--- src/rtl/pmu_seq_pkg.sv ---
package pmu_seq_pkg;
  typedef enum logic [2:0] {
    S_OFF, S_QUAL, S_START, S_RUN, S_SDN, S_SLEEP, S_WAKE, S_PGFAIL
  } seq_state_e;
endpackage

--- src/rtl/pmu_tick_timer.sv ---
module pmu_tick_timer #(
  parameter int unsigned MAX = 19,
  parameter int unsigned W   = $clog2(MAX + 1)
) (
  input  logic         clk_i,
  input  logic         rst_ni,
  input  logic         clr_i,
  input  logic         tick_i,
  output logic [W-1:0] cnt_o
);
  always_ff @(posedge clk_i or negedge rst_ni) begin
    if (!rst_ni)                                cnt_o <= '0;
    else if (clr_i)                             cnt_o <= '0;
    else if (tick_i && cnt_o != W'(MAX))        cnt_o <= cnt_o + 1'b1;
  end
endmodule

--- src/rtl/pmu_pg_window.sv ---
module pmu_pg_window #(
  parameter int unsigned MASK = 4
) (
  input  logic clk_i,
  input  logic rst_ni,
  input  logic tick_i,
  input  logic en_i,
  input  logic pg_i,
  output logic bad_o
);
  localparam int unsigned W = $clog2(MASK + 1);
  logic [W-1:0] cnt_q;

  always_ff @(posedge clk_i or negedge rst_ni) begin
    if (!rst_ni)                            cnt_q <= '0;
    else if (!en_i)                         cnt_q <= '0;
    else if (tick_i && cnt_q != W'(MASK))   cnt_q <= cnt_q + 1'b1;
  end

  assign bad_o = en_i && (cnt_q == W'(MASK)) && !pg_i;
endmodule

--- src/rtl/pmu_seq.sv ---
module pmu_seq
  import pmu_seq_pkg::*;
#(
  parameter int unsigned QUAL_MS    = 15,
  parameter int unsigned STAG_MS    = 2,
  parameter int unsigned PG_MASK_MS = 4,
  parameter int unsigned SLP_IGN_MS = 1000
) (
  input  logic       clk_i,
  input  logic       rst_ni,
  input  logic       ms_tick_i,
  input  logic       uvlo_ok_i,
  input  logic       ovlo_i,
  input  logic       therm_i,
  input  logic       vin_low_i,
  input  logic       sleep_i,
  input  logic [2:0] pg_i,
  input  logic [1:0] reg_en_i,
  output logic [2:0] en_o,
  output logic [1:0] byp_o,
  output logic       slp_sel_o,
  output logic       rst_req_o
);
  localparam int unsigned NCH  = 3;
  localparam int unsigned TMAX = QUAL_MS + 2 * STAG_MS;
  localparam int unsigned TW   = $clog2(TMAX + 1);
  localparam int unsigned AW   = $clog2(SLP_IGN_MS + 1);

  seq_state_e state_q, state_d;
  logic [TW-1:0]  tcnt;
  logic [AW-1:0]  acnt;
  logic [NCH-1:0] en_q, on_c, bad;
  logic supply_ok, pg_bad, armed, byp_q, slp_q;

  assign supply_ok = uvlo_ok_i && !ovlo_i && !therm_i;
  assign pg_bad    = |bad;
  assign armed     = (acnt == AW'(SLP_IGN_MS));

  // phase timer restarts on every state change
  pmu_tick_timer #(.MAX(TMAX), .W(TW)) u_phase (
    .clk_i, .rst_ni, .clr_i(state_d != state_q), .tick_i(ms_tick_i), .cnt_o(tcnt)
  );

  // sleep arming counts from the decision tick
  pmu_tick_timer #(.MAX(SLP_IGN_MS), .W(AW)) u_arm (
    .clk_i, .rst_ni,
    .clr_i(state_q inside {S_OFF, S_QUAL, S_PGFAIL}),
    .tick_i(ms_tick_i), .cnt_o(acnt)
  );

  for (genvar g = 0; g < NCH; g++) begin : g_pg
    pmu_pg_window #(.MASK(PG_MASK_MS)) u_win (
      .clk_i, .rst_ni, .tick_i(ms_tick_i), .en_i(en_q[g]), .pg_i(pg_i[g]), .bad_o(bad[g])
    );
  end

  always_comb begin
    state_d = state_q;
    unique case (state_q)
      S_OFF:    if (supply_ok) state_d = S_QUAL;
      S_QUAL:   if (tcnt == TW'(QUAL_MS)) state_d = S_START;
      S_START:  if (pg_bad) state_d = S_PGFAIL;
                else if (tcnt == TW'(2 * STAG_MS)) state_d = S_RUN;
      S_RUN:    if (pg_bad) state_d = S_PGFAIL;
                else if (sleep_i && armed) state_d = S_SDN;
      S_SDN:    if (pg_bad) state_d = S_PGFAIL;
                else if (tcnt == TW'(STAG_MS)) state_d = S_SLEEP;
      S_SLEEP:  if (pg_bad) state_d = S_PGFAIL;
                else if (!sleep_i) state_d = S_WAKE;
      S_WAKE:   if (pg_bad) state_d = S_PGFAIL;
                else if (tcnt == TW'(STAG_MS)) state_d = S_RUN;
      S_PGFAIL: if (&pg_i) state_d = S_QUAL;
      default:  state_d = S_OFF;
    endcase
    if (!supply_ok) state_d = S_OFF;
  end

  // channel requests per phase, bit0 = channel 1
  always_comb begin
    unique case (state_q)
      S_START: on_c = {1'b0, tcnt >= TW'(STAG_MS), 1'b1};
      S_RUN:   on_c = 3'b111;
      S_SDN:   on_c = 3'b101;
      S_SLEEP: on_c = 3'b100;
      S_WAKE:  on_c = 3'b101;
      default: on_c = 3'b000;
    endcase
  end

  always_ff @(posedge clk_i or negedge rst_ni) begin
    if (!rst_ni) begin
      state_q <= S_OFF;
      en_q    <= '0;
      byp_q   <= 1'b0;
      slp_q   <= 1'b0;
    end else begin
      state_q <= state_d;
      en_q    <= on_c & {1'b1, reg_en_i};
      if (state_q == S_QUAL && state_d == S_START) byp_q <= vin_low_i;
      else if (state_d == S_OFF)                   byp_q <= 1'b0;
      if (state_q == S_RUN && state_d == S_SDN)    slp_q <= |reg_en_i;
      else if (!(state_d inside {S_SDN, S_SLEEP})) slp_q <= 1'b0;
    end
  end

  assign en_o      = en_q;
  assign byp_o     = {2{byp_q}} & en_q[1:0];
  assign slp_sel_o = slp_q;
  assign rst_req_o = (state_q == S_OFF);
endmodule

--- config.mk ---
export PLATFORM = sky130hd
export DESIGN_NAME = pmu_seq
export DESIGN_NICKNAME = d
export VERILOG_FILES = /design/src/rtl/pmu_seq_pkg.sv /design/src/rtl/pmu_tick_timer.sv /design/src/rtl/pmu_pg_window.sv /design/src/rtl/pmu_seq.sv
export SDC_FILE = /design/constraint.sdc
export NUM_CORES = 1
export LEC_CHECK = 0
export ABC_AREA = 0
export CAP_MARGIN = 40
export CELL_PAD_IN_SITES_DETAIL_PLACEMENT = 0
export CELL_PAD_IN_SITES_GLOBAL_PLACEMENT = 1
export CORE_MARGIN = 10
export CORE_UTILIZATION = 40
export CTS_CLUSTER_DIAMETER = 150
export DETAILED_ROUTE_END_ITERATION = 7
export DONT_BUFFER_PORTS = 1
export PLACE_DENSITY = 0.81
export SYNTH_ARGS = -nofsm -noshare
export SYNTH_HDL_FRONTEND = slang
export SYNTH_SLANG_ARGS = --single-unit
export TNS_END_PERCENT = 20
--- constraint.sdc ---
create_clock -name clk_i -period 2.02 [get_ports clk_i]
set_clock_uncertainty 0.05 [all_clocks]
set_input_delay 0 -clock clk_i [delete_from_list [all_inputs] [get_ports clk_i]]
set_output_delay 0 -clock clk_i [all_outputs]
set_load 0.01 [all_outputs]
# Word-level counts from Yosys, hierarchy flattened

Cells that the tools add are included.

Multiply operators: 0
Reduce and logical (&&, ||, !) cells: 32
Divide/modulo/power cells: 0
$add $sub $neg: 5
Muxes and demuxes: 29
Eq/ne operators: 27
Order comparisons: 1
Shift operators: 0
Bitwise operators: 2

Operator list:

| cell                                                | count |
|---|---|
| 2-to-1 mux 3 bit                                    | 19 |
| == test 3 bit, second input constant                | 9 |
| case mux 3 bit (8 select lines)                     | 1 |
| 2-to-1 mux 10 bit                                   | 2 |
| logical AND 1 bit                                   | 16 |
| case mux 3 bit (4 select lines)                     | 1 |
| adder 10 x 1 -> 10 bit, second input constant       | 1 |
| == test 10 bit, second input constant               | 1 |
| 2-to-1 mux 5 bit                                    | 2 |
| != test 10 bit, second input constant               | 1 |
| adder 3 x 1 -> 3 bit, second input constant         | 3 |
| == test 3 x 2 -> 1 bit, second input constant       | 3 |
| != test 3 bit, second input constant                | 3 |
| nonzero test 2 bit                                  | 4 |
| logical NOT 3 bit                                   | 2 |
| != test 2 x 1 -> 1 bit, second input constant       | 3 |
| adder 5 x 1 -> 5 bit, second input constant         | 1 |
| == test 5 x 2 -> 1 bit, second input constant       | 1 |
| == test 5 x 3 -> 1 bit, second input constant       | 1 |
| == test 5 x 4 -> 1 bit, second input constant       | 1 |
| >= comparator 5 x 2 -> 1 bit, second input constant | 1 |
| logical NOT 1 bit                                   | 5 |
| != test 5 bit, second input constant                | 1 |
| 2-to-1 mux 1 bit                                    | 4 |
| 9 further kinds                                     | 10 |

Input port bits: 13
Word-level logic and storage cells: 105
Bits in writable memories: 0
Memories kept: 0
Latch bits: 0
Output and inout port bits: 7
Bits in registers: 32
Memory bits (read-only): 0

# Longest topological paths before layout

Gate-level depths: netlist (run 1).

Word-level depth: 11
Depth in mapped cells: 8
Mapped depth without buffers: 8

# Cells and area by module

A second synthesis (run 1) with hierarchy kept.

Cell total of the unflattened synthesis: 232
Area total of the unflattened synthesis: 2,223.4 sq um

By module, submodules not included:

| module                   | cells each | seq. area each (sq um) | area an instance (sq um) | times used |
|---|---|---|---|---|
| pmu_seq                  | 90         | 200.2                  | 749.5                    | 1 |
| pmu_tick_timer (u_arm)   | 64         | 250.2                  | 626.9                    | 1 |
| pmu_pg_window            | 18         | 75.1                   | 193.9                    | 3 |
| pmu_tick_timer (u_phase) | 24         | 125.1                  | 265.3                    | 1 |

# Least setup slack after synthesis (run 1)

No wires, ideal clock.

Path type: reg2reg
From: register u_phase.cnt_o[1]
To: register u_phase.cnt_o[4]
Arrival: 1.851 ns
Stages on the path, launching flop included: 8
Setup time: 0.081 ns
Period minus slack after synthesis: 1.981 ns
Buffers on the path: 0
Required time: 1.889 ns
Slack: 0.039 ns
Cells stage by stage: dfrtp_1 -> ha_1 -> and3_1 -> ha_1 -> o211ai_2 -> a211oi_1 -> or4_4 -> nor3_2

Cells in the longest elaborated chain, start to end: 7
Elaborated cells on any way between the ends: 19
Classes of those cells: add/sub (1); eq/ne (5); mux (11); reduce/logical (2)

Ends and longest elaborated chain:

| element                                                                 | line                                        | RTL |
|---|---|---|
| from (decl)                                                             | pmu_tick_timer.sv:9                         | `output logic [W-1:0] cnt_o` |
| from (signal assigned)                                                  | pmu_tick_timer.sv:14                        | `else if (tick_i && cnt_o != W'(MAX)) cnt_o <= cnt_o + 1'b1;` |
| == test 5 x 2 -> 1 bit / == test 5 x 3 -> 1 bit (equally long branches) | pmu_seq.sv:67, pmu_seq.sv:71, pmu_seq.sv:63 |  |
| 2-to-1 mux 3 bit (on tied branches)                                     | pmu_seq.sv:71, pmu_seq.sv:63, pmu_seq.sv:67 |  |
| 2-to-1 mux 3 bit (on tied branches)                                     | pmu_seq.sv:70, pmu_seq.sv:62, pmu_seq.sv:66 |  |
| case mux 3 bit (8 select lines)                                         | pmu_seq.sv:59                               | `unique case (state_q)` |
| 2-to-1 mux 3 bit                                                        | pmu_seq.sv:75                               | `if (!supply_ok) state_d = S_OFF;` |
| != test 3 bit                                                           | pmu_seq.sv:41                               | `.clk_i, .rst_ni, .clr_i(state_d != state_q), .tick_i(ms_tick_i), .cnt_o(tcnt)` |
| 2-to-1 mux 5 bit / nonzero test 2 bit (equally long branches)           | --                                          |  |

Parallel ways exist; a longest one is shown, timed or not. The select of a mux whose other input is x is not followed.
A chain may end at the register's enable or synchronous reset.

# Worst setup path after layout (run 1)

From: register g_pg[1].u_win.cnt_q[0]
To: register u_phase.cnt_o[4]

Cells in the longest elaborated chain, start to end: 9
Elaborated cells on any way between the ends: 14
Classes of those cells: eq/ne (2); mux (8); reduce/logical (4)

Ends and longest elaborated chain:

| element                                                       | line                | RTL |
|---|---|---|
| from (decl)                                                   | pmu_pg_window.sv:12 | `logic [W-1:0] cnt_q;` |
| from (signal assigned)                                        | pmu_pg_window.sv:17 | `else if (tick_i && cnt_q != W'(MASK)) cnt_q <= cnt_q + 1'b1;` |
| == test 3 bit (*)                                             | pmu_pg_window.sv:20 | `assign bad_o = en_i && (cnt_q == W'(MASK)) && !pg_i;` |
| logical AND 1 bit (*) (2 in series)                           | pmu_pg_window.sv:20 |  |
| OR reduction 3 bit (*)                                        | pmu_seq.sv:36       | `assign pg_bad = \|bad;` |
| 2-to-1 mux 3 bit (on tied branches)                           | --                  |  |
| case mux 3 bit (8 select lines) (*)                           | pmu_seq.sv:59       |  |
| 2-to-1 mux 3 bit (*)                                          | pmu_seq.sv:75       |  |
| != test 3 bit (*)                                             | pmu_seq.sv:41       |  |
| 2-to-1 mux 5 bit / nonzero test 2 bit (equally long branches) | --                  |  |

Mark *: on every way between the ends. The rest lies on a longest branch, timed or not.

==> run metrics, run 1 <==
final core utilization=between 50% and 60%; MaxCap Viol Count=0; Async SR Flop Fraction=100%; flops & latches, synth=32; drt drc=0; # port buffers=0; total track usage=12.9%; Mapped Nets=268; Worst Setup Start Kind=flop; Hold Slack=8.56 ps; nets@finish=303; Via density=5.49; Worst Path Required=2180 ps; Core Box Area=0.00520 mm^2; crit path DAT=2170 ps; Final Cell Area=roughly 0.0027 mm^2; Post-Syn Area=0.00220 mm^2; Final Cycle Share=99.6%; sequential area share after synthesis=a little over a third; CP Max Fanout=5; Rel. slew slack=around 50%; drt pass-1 iters=4; DR vias=1910; outcome=finished, final reports clean; top-area cell type share of the netlist area=36.5%; Final Hold Viols=0; total CTS buffers=5; die footprint=0.00885 mm^2; hold worst-path end=u_arm.cnt_o[3]$_DFFE_PN0P_; initial core utilization=42.2%; vias in the first global route=1870; largest net degree at the start of global routing=33; placed cell area=0.00242 mm^2; hold path cells=3; worst-margin pin slew=766 ps; CTS Root Cell=clkbuf_8; Leakage=0.00115 uW; Area growth syn-to-layout=24.0%; worst hold path class=input port to flop; post-route minimum period=2010 ps; Setup Viol. Count Final=0; gpl congestion=0.834; RR Endpoint=u_phase.cnt_o[4]$_DFFE_PN0P_; Synth area leader=dfrtp_1; Most used DFF post-synth=dfrtp_1; hold wc startpoint=ms_tick_i; CTS Sinks=32; antenna violations before repair=0; setup TNS=0 ps; EDFF count, synth=0; CTS tree=yes; first-pass GRT wire length=9100 um; filler cell count in the final layout=~500; Avg Inst Size Synth=9.04 um^2; critical path type=flop to flop; WL/cell=15.7 um; final worst slack=8.67 ps; # diodes=0; First DRT Iteration DRCs=156; Worst R2R Start=g_pg[1].u_win.cnt_q[0]$_DFFE_PN0P_; Synth cell types=between 50 and 60; Fmax=497 MHz; RSZ-0062 raised after global routing=true; remaining antenna violation count=0; Reg2Reg Depth=7; I/O Pins=20; pre-CTS setup slack=-59.8 ps; grt total ovfl=0; layout cells sized above 1=25.2%; Syn Inst Count=roughly 240; num rows=26; Max Root-Sink Buffers=2; clk slew on worst S/H paths=70 ps; depth of the CTS H-tree=2; final-report max-slew violation count=0; PD cells=about 590 mW/mm^2; Routed WL=5460 um; die width=around 94 um; Clk Latency, worst-skew pair=280 ps; dpl hpwl=3880 um; r2r setup slk=9 ps; Ys Warns=0; CP Capture Type=flop; Area contributors post-synth=dfrtp_1 (36%), ha_1 (6.8%), nor2_1 (4.1%); maximum vdd drop=0.000440 V; Die Span Y=94.1 um
## stage by stage
| step | instances | total power, uW |
|---|---|---|
| floorplan | 243 | 942 |
| global placement | 329 | 1050 |
| detailed placement | 329 | 1060 |
| CTS | 345 | 1610 |
| global route | 348 | 1710 |
| finish | 348 | 1620 |
## report_power, final
part,total (uW),internal [uW],switching (uW)
sequential,729,678,50.8
clock,474,234,240
combinational,416,221,195
total,1620,1130,485
## critical path: stages (launching register included)
cell and delay, ps:
dfrtp_1 400, inv_2 80, ha_4 140, nand4b_2 140, and4_4 220, o2111a_2 290, or4_4 510, nor3_2 110
## timing repair
action	4_1_cts	5_1_grt
setup endpoints to repair	3	8
cloned	0	0
setup buffers	3	3
hold endpoints to repair	43	0
hold buffers	6	0
gates resized for setup	18	7
pin swaps	4	1
## logic make-up (layout without fill, tap and decap cells)
group           after synthesis  after routing  synth area share (%)
buf+inv                      26             61                  5.19
xor+xnor                     15             15                  5.98
simple gates                112            112                  30.5
flops                        32             32                  36.5
mux                           2              2                 0.912
fa+ha+maj                    12             12                  6.84
compound gates               44             44                  14.1
## flip-flops by register name (all words and copies together), names as in the netlist
register and count:
g_pg.u_win.cnt_q 9, en_o 3, u_phase.cnt_o 5, u_arm.cnt_o 10
byp_q 1, slp_sel_o 1, state_q 3
## area by class of cell
class | instances | area (um^2) | area share (%)
inverters | 16 | 60.1 | 2.21
clock buffers | 6 | 72.6 | 2.67
repair buffers | 38 | 310 | 11.4
well taps | 70 | 87.6 | 3.22
clock inverters | 1 | 5.00 | 0.184
multi-input cells | 185 | 1390 | 50.9
flip-flops and latches | 32 | 801 | 29.4
## synthesized netlist by cell type, types with 3 or more instances
master    instances
o21ai_0           5
ha_1             12
nor2b_1           4
a21oi_1          12
and2_1            6
dfrtp_1          32
and4b_1           6
o31ai_1           3
nor2_1           24
a21boi_0          3
xnor2_1          10
nand4_1           5
nand2b_1          3
nand4b_1          3
inv_1            16
and3_1            5
or3_1             9
xor2_1            5
buf_2             4
nand2_1          19
buf_4             3
nor4_1            3
nor3_1            7
nor3b_1           3
nand3_1           3
## per-layer routing
| layer | up-vias | track usage (%) | part of all wire [%] |
|---|---|---|---|
| met3 | 10 | 4.48 | 5.4 |
| met1 | 914 | 15.4 | 45 |
| met2 | 37 | 20.9 | 47 |
| met4 | 0 | 4.56 | 2.1 |
| li1 | 949 | - | - |
| met5 | - | 0 | 0 |
## worst max path at each step
stage | from | end | slack (ps) | cells after the start
2_1_floorplan | u_phase.cnt_o[1]$_DFFE_PN0P_ | u_phase.cnt_o[4]$_DFFE_PN0P_ | 40 | 7
5_1_grt | g_pg[2].u_win.cnt_q[0]$_DFFE_PN0P_ | u_phase.cnt_o[4]$_DFFE_PN0P_ | -80 | 7
6_report | g_pg[1].u_win.cnt_q[0]$_DFFE_PN0P_ | u_phase.cnt_o[4]$_DFFE_PN0P_ | 9 | 7
4_1_cts | g_pg[1].u_win.cnt_q[0]$_DFFE_PN0P_ | u_phase.cnt_o[4]$_DFFE_PN0P_ | 8 | 7
3_5_place_dp | g_pg[1].u_win.cnt_q[0]$_DFFE_PN0P_ | u_phase.cnt_o[4]$_DFFE_PN0P_ | -60 | 7
3_3_place_gp | g_pg[1].u_win.cnt_q[0]$_DFFE_PN0P_ | u_phase.cnt_o[4]$_DFFE_PN0P_ | -6 | 7
## layout by cell type, fill, tap and decap left out, drive strengths merged, types with 5 or more instances in the layout
cell and instances:
ha 12, dfrtp 32, nand2 19, inv 16, and3 5, clkbuf 6, nor3 8, and4b 6
xnor2 10, o21ai 7, or3 9, buf 33, xor2 5, nand4b 5, a21oi 12, and2 6
dlygate4sd3 5, nand4 5, nor2 24
(Power assumes the default switching activity.)
==> run 2: changes to the inputs <==
--- a/config.mk
+++ b/config.mk
@@ -16,4 +16,5 @@
 export DONT_BUFFER_PORTS = 1
 export PLACE_DENSITY = 0.81
+export REMOVE_ABC_BUFFERS = 1
 export SYNTH_ARGS = -nofsm -noshare
 export SYNTH_HDL_FRONTEND = slang
--- a/constraint.sdc
+++ b/constraint.sdc
@@ -3,3 +3,3 @@
 set_input_delay 0 -clock clk_i [delete_from_list [all_inputs] [get_ports clk_i]]
 set_output_delay 0 -clock clk_i [all_outputs]
-set_load 0.01 [all_outputs]
+set_load 0.005 [all_outputs]
==> run metrics, run 2 (same netlist as run 1, synthesis figures left out) <==
outcome=finished, violations left; violated checks=setup timing; CTS Sinks=32 (unchanged); post-route minimum period=2070 ps (+58.2 ps); Final Cycle Share=102% (+2.9 points); drt pass-1 iters=4 (unchanged); Routed WL=5740 um (+5.0%); nets@finish=306 (+0.99%); total track usage=12.9% (about the same); remaining antenna violation count=0 (unchanged); Final Instance Count excl. Fillers=352 (+1.1%); CP max-delay cell=dfrtp_1; overall power=1810 uW (+12%); largest reg by FF count=u_arm.cnt_o; num rows=26 (unchanged); WL/cell=16.3 um (+3.8%); layout cells sized above 1=27.3% (+2.1 points); CP Max Fanout=8 (+3); final-report max-slew violation count=0 (unchanged); Core Box Area=0.00520 mm^2 (unchanged); worst-margin pin slew=706 ps (-59.9 ps); crit-path max cell delay=490 ps (-20 ps); drt drc=0 (unchanged); RSZ-0062 raised after global routing=true; initial core utilization=42.2% (unchanged); grt total ovfl=0 (unchanged); CTS Root Cell=clkbuf_8; Final Hold Viols=0 (unchanged); Max Root-Sink Buffers=2 (unchanged); Final Cell Area=0.00283 mm^2 (+3.9%); largest net degree at the start of global routing=33 (unchanged); first-pass GRT wire length=9290 um (+2.1%); P_int=1280 uW (+13%); Logic pwr share=24.1% (-1.6 points); Rel. slew slack=52.6% (+4.0 points); die width=94.1 um (unchanged); Fmax=483 MHz (-2.8%); Worst Path Required=2190 ps (about the same); max reg flops=10 (unchanged); most frequent cells in the layout=buf_4 (34), dfrtp_1 (32), nor2_1 (24); # port buffers=0 (unchanged); gpl congestion=0.855 (+2.5%); # diodes=0 (unchanged); Hold Slack=18.6 ps (+10.1 ps); Clk pwr share=35.6% (+6.3 points); setup TNS=-49.5 ps (-49.5 ps); Top Registers=u_arm.cnt_o: 10 flops, g_pg.u_win.cnt_q: 9 flops, u_phase.cnt_o: 5 flops; First DRT Iteration DRCs=179 (+15%); depth of the CTS H-tree=2 (unchanged); Net Sw Frac=29.1% (-0.88 points); CP cell instances=or2_1 > o211ai_2 > a211oi_2 > buf_4 > or3_4 > nor3_4; total CTS buffers=5 (unchanged); sw power=526 uW (+8.4%); register share of total power=40.3% (-4.7 points); Clk Latency, worst-skew pair=300 ps (+20 ps); clk slew on worst S/H paths=80 ps (about the same); CTS tree=yes; maximum vdd drop=0.000347 V (-21%); crit path DAT=2240 ps (+70 ps); Die Span Y=94.1 um (unchanged); Setup Viol. Count Final=1 (+1); die footprint=0.00885 mm^2 (unchanged); Leakage=0.00120 uW (+3.7%); CP Capture Type=flop; worst hold path class=input port to flop; critical path type=flop to flop; Area growth syn-to-layout=28.8%; placed cell area=0.00244 mm^2 (+0.62%); antenna violations before repair=0 (unchanged); Worst Setup Start Kind=flop; final worst slack=-49.5 ps (-58.2 ps); vias in the first global route=1975 (+5.6%); dpl hpwl=3970 um (+2.4%); Via density=5.62 (+2.4%); DR vias=1979 (+3.6%); placed insts=331 (+0.61%); most common cell after layout, fill and taps aside=buf_4; MaxCap Viol Count=0 (unchanged); I/O Pins=20 (unchanged); PD cells=639 mW/mm^2 (+7.5%)
[run 2: cell count changes in the layout (fill, tap and decap cells not counted), moves of 2 or more]
cell | before | now
nor3_2 | 2 | 4
buf_4 | 32 | 34
inv_2 | 7 | 3
nor3_1 | 6 | 3
inv_1 | 9 | 13
[run 2: routing by layer]
| metal | vias up | share of wire, % | GRT usage (%) |
|---|---|---|---|
| li1 | 954 | - | - |
| met1 | 944 | 42 | 14.6 |
| met2 | 62 | 49 | 22.5 |
| met3 | 19 | 6.3 | 3.68 |
| met4 | 0 | 2.7 | 4.43 |
| met5 | - | 0 | 0 |
[run 2: path summary, 6_finish.rpt]
path | startpoint | endpoint | slack [ps] | cells after the start
hold / removal | ms_tick_i | u_arm.cnt_o[3]$_DFFE_PN0P_ | 20 | 3
min in group asynchronous | rst_ni | g_pg[1].u_win.cnt_q[0]$_DFFE_PN0P_ | 90 | 2
max in group asynchronous | rst_ni | u_arm.cnt_o[7]$_DFFE_PN0P_ | 1650 | 2
setup reg to reg | state_q[1]$_DFF_PN0_ | u_phase.cnt_o[3]$_DFFE_PN0P_ | -50 | 6
setup / recovery | state_q[1]$_DFF_PN0_ | u_phase.cnt_o[3]$_DFFE_PN0P_ | -50 | 6
hold reg to reg | state_q[2]$_DFF_PN0_ | en_o[0]$_DFF_PN0_ | 440 | 1
[run 2: power groups by stage]
stage / Clock [uW] / Sequential (uW) / Combinational, uW
global placement: 0 / 733 / 322
CTS: 650 / 720 / 388
floorplan: 0 / 739 / 191
global route: 675 / 736 / 482
finish: 644 / 728 / 435
detailed placement: 0 / 735 / 327
[run 2: worst max-delay path: cells and delay by family (launching register included)]
| family | cells | cell delay, ps |
|---|---|---|
| AND/OR/NAND/NOR | 3 | 980 |
| flip-flops | 1 | 490 |
| buffers and inverters | 1 | 160 |
| AO/OA/AOI/OAI | 2 | 310 |
[run 2: what timing repair did]
action	4_1_cts	5_1_grt
endpoints found under the setup margin	6	8
resized for setup	14	17
pin swaps	5	7
hold buffers	6	0
endpoints found under the hold margin	43	0
setup buffers	4	3
[run 2: area by class of cell]
type | instances | area [um^2]
Fill cell | 476 | 2380
Multi-Input combinational cell | 185 | 1430
Sequential cell | 32 | 801
Timing Repair Buffer | 41 | 337
Tap cell | 70 | 87.6
Clock buffer | 5 | 68.8
Inverter | 16 | 60.1
Clock inverter | 3 | 42.5
[run 2: per-stage QoR]
step                utilization [%]  worst slack (ps)
finish                         54.3             -49.5
global route                   54.3              -150
CTS                            52.1              4.05
detailed placement             46.9             -66.2
global placement               46.9             -11.0
floorplan                         -              38.6
==> run 3: changes to the inputs <==
Settings changed: PLACE_DENSITY 0.81 to 0.8, SYNTH_HIERARCHICAL set to 1.
==> run metrics, run 3 <==
sequential area share after synthesis=36.0% (-0.45 points); Area contributors post-synth=dfrtp_1 (36%), ha_1 (5.1%), mux2i_1 (4.1%); nets@finish=321 (+4.9%); Die Span Y=94.6 um (+0.49%); # port buffers=0 (unchanged); final-report max-slew violation count=0 (unchanged); Final Hold Viols=0 (unchanged); worst-margin pin slew=714 ps (+7.96 ps); dpl hpwl=4080 um (+2.8%); most frequent cells in the layout=buf_4 (52), dfrtp_1 (31), nand2_1 (24); Max Root-Sink Buffers=2 (unchanged); maximum vdd drop=0.000301 V (-13%); worst hold path class=input port to async pin; overall power=1560 uW (-14%); filler cell count in the final layout=467 (-1.9%); Most used DFF post-synth=dfrtp_1; Hold Slack=106 ps (+87.5 ps); drt drc=0 (unchanged); most common cell after layout, fill and taps aside=buf_4; crit path DAT=2620 ps (+380 ps); largest reg by FF count=u_arm/cnt_o; Final Cycle Share=121% (+18 points); layout cells sized above 1=36.0% (+8.7 points); clk slew on worst S/H paths=70 ps (about the same); Ys Warns=6 (+6); most common cell in the netlist=dfrtp_1; depth of the CTS H-tree=2 (unchanged); initial core utilization=40.9% (-1.3 points); EDFF count, synth=0 (unchanged); CTS tree=yes; largest net degree at the start of global routing=33 (unchanged); outcome=finished, violations left; Synth cell types=54 (-3.6%); Setup Viol. Count Final=8 (+7); Worst Path Required=2200 ps (about the same); Final Cell Area=0.00300 mm^2 (+6.0%); WL/cell=15.3 um (-6.1%); Top Registers=u_arm/cnt_o: 10 flops, g_pg.u_win/cnt_q: 9 flops, u_phase/cnt_o: 5 flops; die width=94.6 um (+0.49%); vias in the first global route=2002 (+1.4%); Avg Inst Size Synth=9.58 um^2 (+6.1%); grt total ovfl=0 (unchanged); commonest cells in the netlist=dfrtp_1 (32), nand2_1 (24), a21oi_1 (17); Via density=5.40 (-4.0%); gpl congestion=0.905 (+5.9%); drt pass-1 iters=4 (unchanged); Core Box Area=0.00544 mm^2 (+4.5%); Worst Setup Start Kind=flop; total CTS buffers=5 (unchanged); area occupied by multi-input gates=0.00143 mm^2 (-0.35%); antenna violations before repair=0 (unchanged); PD cells=521 mW/mm^2 (-19%); post-route minimum period=2440 ps (+366 ps); Async SR Flop Fraction=100% (unchanged); Clk Latency, worst-skew pair=290 ps (about the same); Area growth syn-to-layout=34.8%; first-pass GRT wire length=9390 um (+1.0%); # diodes=0 (unchanged); violated checks=setup timing; Rel. slew slack=52.3% (-0.32 points); Fmax=411 MHz (-15%); max reg flops=10 (unchanged); First DRT Iteration DRCs=112 (-37%); placed cell area=0.00266 mm^2 (+8.9%); Syn Inst Count=232 (-4.5%); I/O Pins=20 (unchanged); final core utilization=55.1% (+0.77 points); CTS Root Cell=clkbuf_8; final worst slack=-416 ps (-366 ps); Post-Syn Area=0.00222 mm^2 (+1.3%); Routed WL=5690 um (-0.77%); remaining antenna violation count=0 (unchanged); top-area cell type share of the netlist area=36.0% (-0.45 points); total track usage=13.0% (+0.073 points); CTS Sinks=32 (unchanged); MaxCap Viol Count=0 (unchanged); die footprint=0.00894 mm^2 (+0.99%); flops & latches, synth=32 (unchanged); DR vias=2008 (+1.5%); num rows=27 (+3.8%); register area=802 um^2 (+0.16%); RSZ-0062 raised after global routing=true; Synth area leader=dfrtp_1; CP Max Fanout=5 (-3); critical path type=flop to flop; CP Capture Type=flop; Leakage=0.00133 uW (+11%)
-- run 3: cell count changes in the layout (fill, tap and decap cells not counted), sizes merged, moves of 4 or more --
cell,previous run,this run
buf,36,56
nor2,24,12
xnor2,10,0
mux2i,2,9
a21oi,12,17
nand2,19,24
nor2b,4,9
and4,2,6
nand4b,5,1
o21ai,7,3
-- run 3: through the flow --
stage | std cells | TNS, ps | setup slack (ps)
final | 372 | -2320 | -416
after global routing | 372 | -3270 | -527
after CTS | 368 | -2500 | -468
after detailed placement | 351 | -3040 | -589
after global placement | 351 | -2900 | -545
after floorplan | 228 | -2080 | -414
-- run 3: critical path, cell delays in order, from the launching register on --
cell	delay, ps
dfrtp_1	350
inv_1	50
ha_2	180
and4b_1	190
or3_4	440
a31oi_4	180
o31ai_1	120
a311oi_2	220
nand4b_1	150
buf_6	160
nor3b_2	150
a32o_2	140
-- run 3: layer usage --
layer / vias up / GRT usage [%] / share of wire [%]
met3: 13 / 3.65 / 4.9
met5: - / 0 / 0
met1: 956 / 15.5 / 44
met4: 0 / 4.61 / 1.8
met2: 37 / 21.7 / 49
li1: 1002 / - / -
-- run 3: what timing repair did --
item,in CTS,in global routing
gates resized for setup,13,15
endpoints found under the hold margin,58,0
buffers inserted,0,4
hold buffers,9,0
cloned,0,0
pin swaps,5,12
endpoints found under the setup margin,9,12
-- run 3: power by group --
part / total (uW) / internal (uW) / switching [uW]
registers: 697 / 669 / 27.9
logic: 333 / 171 / 162
clock network: 531 / 277 / 254
-- run 3: kinds of logic after synthesis --
| kind of cell | Yosys count | share of synthesized area [%] |
|---|---|---|
| adder cells (fa/ha/maj) | 9 | 5.06 |
| XOR/XNOR | 4 | 1.58 |
| AO/OA/AOI/OAI | 45 | 14.9 |
| buffers and inverters | 20 | 4.45 |
| AND/OR/NAND/NOR | 112 | 33.4 |
| multiplexers | 10 | 4.56 |
| flip-flops | 32 | 36.0 |
-- run 3: worst paths after layout --
path                                                          from                            endpoint  slack (ps)  cells after the start
worst max-delay path            g_pg[2].u_win/cnt_q[1]$_DFFE_PN0P_        u_phase/cnt_o[2]$_DFFE_PN0P_        -420                     11
worst min-delay path                                        rst_ni  g_pg[0].u_win/cnt_q[0]$_DFFE_PN0P_         110                      2
worst max register to register  g_pg[2].u_win/cnt_q[1]$_DFFE_PN0P_        u_phase/cnt_o[2]$_DFFE_PN0P_        -420                     11
worst min register to register                   byp_q$_DFFE_PN0P_                   byp_q$_DFFE_PN0P_         510                      2
max in group asynchronous                                   rst_ni                state_q[2]$_DFF_PN0_        1610                      2
min in group clk_i                                         therm_i               slp_sel_o$_DFFE_PN0P_         120                      3
-- run 3: final cells by class --
class | instances | share of cell area (%)
clock buffer | 7 | 2.88
clock inverter | 1 | 0.251
inverter | 16 | 2.00
multi-input combinational | 180 | 47.6
sequential | 32 | 26.8
tap | 72 | 3.01
timing repair buffer | 64 | 17.5
